==> config.mk <==
export PLATFORM = sky130hd
export DESIGN_NAME = seq_mult
export DESIGN_NICKNAME = d
export VERILOG_FILES = /design/src/rtl/seqmul_pkg.sv /design/src/rtl/mul_sign_prep.sv /design/src/rtl/mul_step_datapath.sv /design/src/rtl/mul_seq_ctrl.sv /design/src/rtl/seq_mult.sv
export SDC_FILE = /design/constraint.sdc
export NUM_CORES = 1
export LEC_CHECK = 0
export CAP_MARGIN = 15
export CORE_MARGIN = 8
export CORE_UTILIZATION = 50
export CTS_CLUSTER_DIAMETER = 60
export CTS_CLUSTER_SIZE = 25
export DETAILED_ROUTE_END_ITERATION = 12
export PLACE_DENSITY_LB_ADDON = 0.12
export SLEW_MARGIN = 20
export SYNTH_ARGS = -nofsm -noshare
export SYNTH_HDL_FRONTEND = slang
export SYNTH_SLANG_ARGS = --single-unit
==> constraint.sdc <==
create_clock -name clk -period 3.3 [get_ports clk]
set_input_delay 0.33 -clock clk [delete_from_list [all_inputs] [get_ports clk]]
set_output_delay 0.33 -clock clk [all_outputs]
set_load 0.05 [all_outputs]
==> src/rtl/seqmul_pkg.sv <==
package seqmul_pkg;

  typedef enum logic [1:0] {
    ST_IDLE = 2'd0,
    ST_RUN  = 2'd1,
    ST_FIN  = 2'd2
  } mul_state_e;

endpackage

==> src/rtl/mul_sign_prep.sv <==
module mul_sign_prep #(
  parameter int WIDTH = 32
) (
  input  logic [WIDTH-1:0] op_a,
  input  logic [WIDTH-1:0] op_b,
  input  logic             is_signed,
  output logic [WIDTH-1:0] mag_a,
  output logic [WIDTH-1:0] mag_b,
  output logic             neg_res
);

  // Magnitude of a value; in unsigned mode the value passes unchanged.
  // The most negative value maps to 2^(WIDTH-1), which still fits unsigned.
  function automatic logic [WIDTH-1:0] magnitude(input logic [WIDTH-1:0] v,
                                                 input logic sgn);
    if (sgn && v[WIDTH-1]) return (~v) + 1'b1;
    return v;
  endfunction

  always_comb begin
    mag_a   = magnitude(op_a, is_signed);
    mag_b   = magnitude(op_b, is_signed);
    neg_res = is_signed & (op_a[WIDTH-1] ^ op_b[WIDTH-1]);
  end

endmodule

==> src/rtl/mul_step_datapath.sv <==
module mul_step_datapath #(
  parameter int WIDTH = 32
) (
  input  logic               clk,
  input  logic               rst_n,
  input  logic               load,
  input  logic               step,
  input  logic [WIDTH-1:0]   mag_a,
  input  logic [WIDTH-1:0]   mag_b,
  output logic [2*WIDTH-1:0] prod
);

  localparam int PW = 2 * WIDTH;

  logic [WIDTH-1:0] mcand_q;
  logic [PW-1:0]    prod_q;
  logic [WIDTH:0]   sum_w;
  logic             add_carry;
  logic             add_en;

  // One iteration of the adder: the multiplicand joins the upper half only
  // when the current multiplier bit is set; the extra bit holds the carry.
  function automatic logic [WIDTH:0] add_step(input logic [WIDTH-1:0] upper,
                                              input logic [WIDTH-1:0] mc,
                                              input logic en);
    if (en) return {1'b0, upper} + {1'b0, mc};
    return {1'b0, upper};
  endfunction

  assign add_en    = prod_q[0];
  assign sum_w     = add_step(prod_q[PW-1:WIDTH], mcand_q, add_en);
  assign add_carry = sum_w[WIDTH];

  always_ff @(posedge clk or negedge rst_n) begin
    if (!rst_n) begin
      mcand_q <= '0;
      prod_q  <= '0;
    end else if (load) begin
      mcand_q <= mag_a;
      prod_q  <= {{WIDTH{1'b0}}, mag_b};
    end else if (step) begin
      // carry + sum become the new top WIDTH+1 bits; the multiplier half
      // drops its tested bit
      prod_q <= {sum_w, prod_q[WIDTH-1:1]};
    end
  end

  assign prod = prod_q;

  // a carry out of the adder is not lost; it lands in the top bit
  a_r8_carry_kept: assert property (@(posedge clk) disable iff (!rst_n)
    (step && add_carry) |=> prod_q[PW-1]);

  // the multiplicand stays put between accepting edges
  a_r10_mcand_hold: assert property (@(posedge clk) disable iff (!rst_n)
    !load |=> $stable(mcand_q));

endmodule

==> src/rtl/mul_seq_ctrl.sv <==
module mul_seq_ctrl
  import seqmul_pkg::*;
#(
  parameter int WIDTH = 32
) (
  input  logic clk,
  input  logic rst_n,
  input  logic start,
  output logic busy,
  output logic load,
  output logic step,
  output logic finish,
  output logic done
);

  localparam int CW = $clog2(WIDTH + 1);
  localparam logic [CW-1:0] LAST_STEP = CW'(WIDTH - 1);

  mul_state_e    state_q;
  logic [CW-1:0] cnt_q;
  logic          done_q;

  assign busy   = (state_q != ST_IDLE);
  assign load   = (state_q == ST_IDLE) && start;
  assign step   = (state_q == ST_RUN);
  assign finish = (state_q == ST_FIN);
  assign done   = done_q;

  always_ff @(posedge clk or negedge rst_n) begin
    if (!rst_n) begin
      state_q <= ST_IDLE;
      cnt_q   <= '0;
      done_q  <= 1'b0;
    end else begin
      done_q <= finish;
      unique case (state_q)
        ST_IDLE: begin
          if (start) begin
            state_q <= ST_RUN;
            cnt_q   <= '0;
          end
        end
        ST_RUN: begin
          cnt_q <= cnt_q + 1'b1;
          if (cnt_q == LAST_STEP) state_q <= ST_FIN;
        end
        ST_FIN:  state_q <= ST_IDLE;
        default: state_q <= ST_IDLE;
      endcase
    end
  end

  // each running cycle advances the iteration count by one
  a_r4_step_count: assert property (@(posedge clk) disable iff (!rst_n)
    (state_q == ST_RUN) |=> (cnt_q == CW'($past(cnt_q) + 1'b1)));

  // the iteration count never runs past the operand width
  a_r4_count_bound: assert property (@(posedge clk) disable iff (!rst_n)
    step |-> (cnt_q <= LAST_STEP));

  // completion lasts one cycle
  a_r5_done_pulse: assert property (@(posedge clk) disable iff (!rst_n)
    done |=> !done);

  // a start while running does not restart the iteration count
  a_r6_start_ignored: assert property (@(posedge clk) disable iff (!rst_n)
    (step && start && cnt_q != LAST_STEP) |=> (state_q == ST_RUN && cnt_q != '0));

endmodule

==> src/rtl/seq_mult.sv <==
module seq_mult #(
  parameter int WIDTH = 32
) (
  input  logic             clk,
  input  logic             rst_n,
  input  logic             start,
  input  logic             is_signed,
  input  logic [WIDTH-1:0] op_a,
  input  logic [WIDTH-1:0] op_b,
  output logic             busy,
  output logic             done,
  output logic [WIDTH-1:0] hi_q,
  output logic [WIDTH-1:0] lo_q
);

  localparam int PW = 2 * WIDTH;

  logic [WIDTH-1:0] mag_a, mag_b;
  logic             neg_res;
  logic             neg_q;
  logic             load, step, finish;
  logic [PW-1:0]    prod;
  logic [PW-1:0]    result_w;

  // Sign fix applied once at the end: negate the full-width magnitude product.
  function automatic logic [PW-1:0] apply_sign(input logic [PW-1:0] p,
                                               input logic neg);
    if (neg) return (~p) + 1'b1;
    return p;
  endfunction

  mul_sign_prep #(.WIDTH(WIDTH)) prep_i (
    .op_a      (op_a),
    .op_b      (op_b),
    .is_signed (is_signed),
    .mag_a     (mag_a),
    .mag_b     (mag_b),
    .neg_res   (neg_res)
  );

  mul_seq_ctrl #(.WIDTH(WIDTH)) ctrl_i (
    .clk    (clk),
    .rst_n  (rst_n),
    .start  (start),
    .busy   (busy),
    .load   (load),
    .step   (step),
    .finish (finish),
    .done   (done)
  );

  mul_step_datapath #(.WIDTH(WIDTH)) dp_i (
    .clk   (clk),
    .rst_n (rst_n),
    .load  (load),
    .step  (step),
    .mag_a (mag_a),
    .mag_b (mag_b),
    .prod  (prod)
  );

  assign result_w = apply_sign(prod, neg_q);

  always_ff @(posedge clk or negedge rst_n) begin
    if (!rst_n) begin
      neg_q <= 1'b0;
      hi_q  <= '0;
      lo_q  <= '0;
    end else begin
      if (load) neg_q <= neg_res;
      if (finish) begin
        hi_q <= result_w[PW-1:WIDTH];
        lo_q <= result_w[WIDTH-1:0];
      end
    end
  end

  // result registers move only together with the completion pulse
  a_r7_hilo_hold: assert property (@(posedge clk) disable iff (!rst_n)
    !done |-> ($stable(hi_q) && $stable(lo_q)));

  // completion and busy never overlap
  a_r4_busy_clear: assert property (@(posedge clk) disable iff (!rst_n)
    done |-> !busy);

  // busy only ends with a completion pulse
  a_r4_busy_to_done: assert property (@(posedge clk) disable iff (!rst_n)
    $fell(busy) |-> done);

endmodule

==> results.ini, run 1 <==
[placed_design]
dpl.hpwl_um = 23010
place.port_buffers = 133
dpl_worst_slack_ns = 0.04529
dpl-instance-area_mm2 = 0.01302
placer_s_final_routability_congestion_estimate = 0.9137

[yosys]
synth_warnings = 0
number_of_standard_cells_after_synthesis = 1332
postSynth.asyncResetShare_pct = 100.0
seq_total_area_yosys_pct = 38.63
synth-edff-count = 0
yosysUniqueCellTypes = 62
mappedNetlistNets = 1437
ys_dominant_reg_cell = dfrtp_1
post_synth.cell_area_avg_um2 = 8.268
synth.cell_area_mm2 = 0.01101
synth.ff_latch_count = 170

[clocking]
ctsRootBufferMaster = clkbuf_16
cts_tree = built
cts_buffers = 17
cts_max_level = 4
clkLatencyLatePin_ns = 0.43
cts.reportedPaths.clkPinSlew_ns = 0.07
post_cts_buffers = 0
cts.path.max_buffers = 2
number_of_clock_sinks = 170

[floorplan]
std_cell_rows = 54
ioPinCount = 134
fp.dieArea_mm2 = 0.02703
core_mm2 = 0.02176
die_width_um = 164.4
die_y_um = 164.4
initial_core_util_pct = 50.62

[setup_path]
critical-path-top-cell-by-count = or4_4
critical_path_required_ns = 3.58
timing.critical_path.from = dp_i.prod[13]
timing.critical_path.cells = or4_4 -> or4_4 -> nor4_4 -> nand2_2 -> or3_4 -> or4_4 -> o41ai_4 -> xor2_1 -> o21ai_1
startpoint_type = flip-flop
setup.worst_path.class = reg2reg
crit_fanout = 4
highest_cell_delay_on_the_worst_timing_path_ns = 0.53
cp_data_arrival_time_ns = 3.46
worstRegToRegCells = 9
cp_slowest_cell = or4_4
worst_r2r_startpoint = dp_i.prod[13]
timing.critical_path.to_type = flip-flop

[layout]
p_r_area_growth_vs_syn_pct = 24.09
final_nets = 1590
drive_above_1_share_pct = 9.012
final.fill_count = 1967
layout.cells.most_common = nand2_1
final_cell_mix = nand2_1, o21ai_0, dfrtp_1
finalInstanceArea_mm2 = 0.01367
multiInputGateArea_mm2 = 0.006495
register_area_mm2 = 0.004255

[min_path]
min-delay-path-class = in2async

[status]
run_status = complete, no violations

[timing]
maximum_clock_rate_mhz = 314.0
timing.final.ws_setup_ns = 0.1149
finalSetupViolations = 0
totalNegativeSetupSlack_ns = 0
grt_setup_unrepaired = false
final.period_utilization_pct = 96.52
finalMaxSlewViolations = 0
timing.clock.skew_ns = 0.01115
worst_slew_margin_rel_pct = 29.28
tightestPinTransition_ns = 1.061
final_hold_viol_count = 0
minimum_period_implied_by_the_final_worst_setup_slack_ns = 3.185

[route]
detail_route.iter0.violations = 760
firstDrtPassIters = 5
ant_nets = 0
route.detailed.wl_per_inst_um = 16.93
remaining_drc_errors = 0
avgViaCountPerCell = 5.675
vias = 10096
drt-total-wl_um = 30130

[global_routing]
grt.overflow.total = 0
grt_antenna_before_repair = 0
grt.total_usage_pct = 22.44
grt_pass1_vias = 9408
grt_max_degree = 115
grt_first_pass_wirelength_um = 48900

[run]
maxCapViolations = 0

[pwr]
p_total_mw = 10.69
power_density_mw_per_mm2 = 782.1
cellLeakagePower_nw = 5.930
ir_worst_vdd_uv = 416.4

-- area by class of cell --
cell class / instances / area share [%]
inverters: 20 / 0.5494
well taps: 280 / 2.564
multi-input cells: 1070 / 47.53
diodes: 1 / 0.01831
flip-flops and latches: 170 / 31.14
clock buffers: 17 / 3.113
clock inverters: 15 / 1.126
repair buffers: 206 / 13.96
-- cell usage after synthesis, types with 7 or more instances --
cell type | number | area share (%)
mux2i_1 | 11 | 1.0
a21oi_1 | 80 | 3.6
o31ai_1 | 22 | 1.5
nand2b_1 | 12 | 0.68
dfrtp_1 | 170 | 39
o21ai_0 | 171 | 7.8
ha_1 | 36 | 4.1
and3_1 | 21 | 1.2
xnor2_1 | 39 | 3.1
a31oi_1 | 38 | 2.2
nor2_1 | 84 | 2.9
xor2_1 | 106 | 8.4
inv_1 | 20 | 0.68
o41ai_1 | 13 | 1.0
a21o_1 | 23 | 1.6
clkbuf_1 | 69 | 2.4
nor2b_1 | 8 | 0.45
nor4_1 | 14 | 0.80
or4_1 | 7 | 0.48
nand3_1 | 29 | 1.3
nand2_1 | 246 | 8.4
nor3_1 | 25 | 1.1
-- stage by stage --
step | cells | hold WS (ns) | util, %
6_report | 1779 | 0.4255 | 62.81
5_1_grt | 1778 | 0.4721 | 62.80
4_1_cts | 1778 | 0.4566 | 62.54
3_5_place_dp | 1745 | 0.3392 | 59.83
3_3_place_gp | 1745 | 0.3340 | 59.83
2_1_floorplan | 1332 | 0.03441 | -
-- critical path, delay by kind of cell, from the launching register on --
family,cells,cell delay [ns]
AO/OA/AOI/OAI,2,0.30
XOR/XNOR,1,0.17
AND/OR/NAND/NOR,6,2.18
flip-flops,1,0.38
-- layer usage --
| metal | track usage (%) | vias to the layer above | wire length [um] |
|---|---|---|---|
| met4 | 5.651 | 0 | 365 |
| met1 | 34.67 | 4739 | 15110 |
| met3 | 2.717 | 31 | 2029 |
| met5 | 0 | - | 0 |
| met2 | 32.47 | 291 | 12620 |
| li1 | - | 5035 | - |
-- registers in the layout (all words and copies together) (netlist names) --
register and count:
dp_i.mcand_q 32, dp_i.prod 64, ctrl_i.cnt_q 6, lo_q 32
ctrl_i.done 1, hi_q 32, ctrl_i.state_q 2, neg_q 1
-- report_power, final --
part / total, mW / switching [mW] / internal (mW) / leakage (nW)
registers: 3.40 / 0.756 / 2.65 / 2.06
logic: 5.31 / 2.98 / 2.33 / 3.59
clock network: 1.98 / 0.967 / 1.01 / 0.283
total: 10.7 / 4.70 / 5.99 / 5.93
-- final timing paths --
path | end | slack, ns
max | hi_q[24] | 0.11
min | hi_q[6] | 0.43
max reg2reg | hi_q[24] | 0.11
min reg2reg | lo_q[9] | 0.48
max in group asynchronous | dp_i.mcand_q[29] | 1.94
min in group clk | lo_q[9] | 0.48
-- timing repair --
| action | in CTS | in global routing |
|---|---|---|
| endpoints found under the setup margin | 0 | 9 |
| hold buffers | 1 | 0 |
| resized for setup | 0 | 12 |
| hold endpoints to repair | 54 | 0 |
-- cells by family after synthesis --
group / share of synthesized area (%)
AO/OA/AOI/OAI: 21.71
XOR/XNOR: 11.53
adder cells (fa/ha/maj): 4.272
buffers and inverters: 3.136
flip-flops: 38.63
multiplexers: 0.9998
AND/OR/NAND/NOR: 19.72
No activity file was read; power rests on OpenSTA's default activity.
==> run 2: changes to the inputs <==
--- a/config.mk
+++ b/config.mk
@@ -9,4 +9,5 @@
 export CORE_MARGIN = 8
 export CORE_UTILIZATION = 50
+export CTS_BUF_LIST = sky130_fd_sc_hd__clkbuf_8
 export CTS_CLUSTER_DIAMETER = 60
 export CTS_CLUSTER_SIZE = 25
==> constraint.sdc (replaced) <==
create_clock -name clk -period 3.3 [get_ports clk]
set_input_delay 0.33 -clock clk [delete_from_list [all_inputs] [get_ports clk]]
set_output_delay 0.33 -clock clk [all_outputs]
set_load 0.1 [all_outputs]
==> results.ini, run 2 (synthesis gave the netlist of run 1 again) <==
[timing]
tightestPinTransition_ns = 1.036  ; was 1.061 ns
final_hold_viol_count = 0  ; unchanged
final.period_utilization_pct = 96.67  ; was 96.52%
timing.clock.skew_ns = 0.01812  ; was 0.01115 ns
timing.final.ws_setup_ns = 0.1098  ; was 0.1149 ns
timing.hold.ws_ns = 0.3856  ; was 0.4255 ns
grt_setup_unrepaired = true  ; was false
finalMaxSlewViolations = 0  ; unchanged
maximum_clock_rate_mhz = 313.5  ; was 314.0 MHz
worst_slew_margin_rel_pct = 30.92  ; was 29.28%
finalSetupViolations = 0  ; unchanged
minimum_period_implied_by_the_final_worst_setup_slack_ns = 3.190  ; was 3.185 ns

[route]
wl_met2_um = 12370  ; was 12,620 um
ant_nets = 0  ; unchanged
avgViaCountPerCell = 5.663  ; was 5.675
remaining_drc_errors = 0  ; unchanged
vias = 10069  ; was 10,096
detail_route.wirelength.met1_um = 15180  ; was 15,110 um
route.detailed.wl_per_inst_um = 16.83  ; was 16.93 um
firstDrtPassIters = 5  ; unchanged
met3WireLength_um = 1929  ; was 2029 um
topRoutingLayerUsed = met4  ; unchanged
drt-total-wl_um = 29930  ; was 30,130 um
detail_route.iter0.violations = 963  ; was 760

[setup_path]
timing.critical_path.cells = or4_4 -> or4_4 -> nor4_4 -> nand2_2 -> or3_4 -> or4_4 -> o41ai_4 -> xor2_1 -> o21ai_1  ; unchanged
cp_data_arrival_time_ns = 3.50  ; was 3.46 ns
critical_path_buf_inv_count = 0  ; unchanged
critical-path-top-cell-by-count = or4_4  ; unchanged
crit_fanout = 4  ; unchanged
startpoint_type = flip-flop  ; unchanged
highest_cell_delay_on_the_worst_timing_path_ns = 0.53  ; about the same
critical_path_required_ns = 3.61  ; was 3.58 ns
cp_slowest_cell = or4_4  ; unchanged
setup.worst_path.class = reg2reg  ; unchanged
critPathTopFamily = simple AND/OR/NAND/NOR gates  ; unchanged
timing.critical_path.to_type = flip-flop  ; unchanged

[clocking]
cts.reportedPaths.clkPinSlew_ns = 0.10  ; was 0.07 ns
cts_max_level = 4  ; unchanged
clkLatencyLatePin_ns = 0.46  ; was 0.43 ns
number_of_clock_sinks = 170  ; unchanged
cts.path.max_buffers = 2  ; unchanged
post_cts_buffers = 0  ; unchanged
cts_tree = built  ; unchanged
ctsRootBufferMaster = clkbuf_8  ; was clkbuf_16
cts_buffers = 17  ; unchanged

[placed_design]
dpl.hpwl_um = 23010  ; about the same
dpl_worst_slack_ns = 0.04220  ; was 0.04529 ns
placer_s_final_routability_congestion_estimate = 0.9139  ; was 0.9137
place.port_buffers = 133  ; unchanged

[floorplan]
fp.dieArea_mm2 = 0.02703  ; unchanged
die_y_um = 164.4  ; unchanged
core_mm2 = 0.02176  ; unchanged
ioPinCount = 134  ; unchanged
std_cell_rows = 54  ; unchanged
die_width_um = 164.4  ; unchanged
initial_core_util_pct = 50.62  ; unchanged

[run]
maxCapViolations = 0  ; unchanged

[layout]
diodes = 0  ; was 1
final_nets = 1590  ; unchanged
p_r_area_growth_vs_syn_pct = 22.34  ; was 24.09%
largest_register_ffs = 64  ; unchanged
layout.cells.most_common = nand2_1  ; unchanged
final.fill_count = 1963  ; was 1,967
final_cell_mix = nand2_1, o21ai_0, dfrtp_1  ; unchanged
drive_above_1_share_pct = 9.012  ; unchanged

[pwr]
power_density_mw_per_mm2 = 756.3  ; was 782.1 mW/mm2
cellLeakagePower_nw = 5.845  ; was 5.930 nW
switching_share_pct = 45.42  ; was 43.98%
ir_worst_vdd_uv = 358.0  ; was 416.4 uV
seq_power_share_pct = 33.3  ; was 31.8%
p_total_mw = 10.19  ; was 10.69 mW
netSwitchingPower_mw = 4.628  ; was 4.700 mW
clockPowerShare_pct = 14.6  ; was 18.5%
power.combinational.fraction_pct = 52.1  ; was 49.7%
p_int_mw = 5.562  ; was 5.987 mW

[min_path]
min-delay-path-class = in2async  ; unchanged

[global_routing]
grt.total_usage_pct = 22.34  ; was 22.44%
grt_first_pass_wirelength_um = 48910  ; was 48,900 um
grt_antenna_before_repair = 0  ; unchanged
grt.overflow.total = 0  ; unchanged
grt_max_degree = 115  ; unchanged
grt_pass1_vias = 9345  ; was 9,408

[status]
run_status = complete, no violations  ; unchanged

==> run 2: cell count changes in the layout (fill, tap and decap cells not counted), sizes merged <==
cell and delta:
clkdlybuf4s50 -1, buf +1, clkinv -1, clkbuf +1
diode -1
==> run 2: per-stage QoR <==
stage / TNS (ns) / cells / util [%] / cell area (um2)
6_report: 0 / 1778 / 61.93 / 13470
5_1_grt: -0.03322 / 1778 / 61.93 / 13470
4_1_cts: 0 / 1778 / 61.69 / 13420
3_5_place_dp: 0 / 1745 / 59.82 / 13020
3_3_place_gp: 0 / 1745 / 59.82 / 13020
2_1_floorplan: 0 / 1332 / - / 11010
==> run 2: final cells by class <==
class / instances / area [um2] / share of cell area (%)
repair buffers: 206 / 1906 / 14.14
clock buffers: 18 / 247.7 / 1.839
multi-input cells: 1070 / 6489 / 48.16
inverters: 20 / 75.07 / 0.5572
well taps: 280 / 350.3 / 2.600
clock inverters: 14 / 148.9 / 1.105
flip-flops and latches: 170 / 4257 / 31.59
==> run 2: per-layer routing <==
| layer | GRT usage (%) | vias to the layer above |
|---|---|---|
| met5 | 0 | - |
| met4 | 5.815 | 0 |
| met3 | 2.817 | 29 |
| met2 | 31.67 | 307 |
| met1 | 34.95 | 4692 |
| li1 | - | 5041 |
==> run 2: final timing paths <==
check                                   start          endpoint  slack, ns  depth (start not counted)
worst max register to register  dp_i.prod[13]          hi_q[24]       0.11                          9
min in group clk                      hi_q[4]           hi_q[4]       0.49                          2
worst max-delay path            dp_i.prod[13]          hi_q[24]       0.11                          9
max in group asynchronous               rst_n  dp_i.mcand_q[29]       1.98                          3
worst min-delay path                    rst_n           hi_q[6]       0.39                          2
worst min register to register        hi_q[4]           hi_q[4]       0.49                          2
==> run 2: what timing repair did <==
| action | CTS | global route |
|---|---|---|
| setup endpoints to repair | 0 | 10 |
| hold endpoints to repair | 54 | 0 |
| hold buffers | 1 | 0 |
| gates resized for setup | 0 | 11 |
==> run 2: power groups by stage <==
stage	Clock [mW]	Combinational, mW	Sequential (mW)
floorplan	0	3.56	3.24
global placement	0	5.12	3.38
detailed placement	0	5.19	3.39
CTS	1.51	5.22	3.35
global route	1.59	5.94	3.47
finish	1.49	5.31	3.40
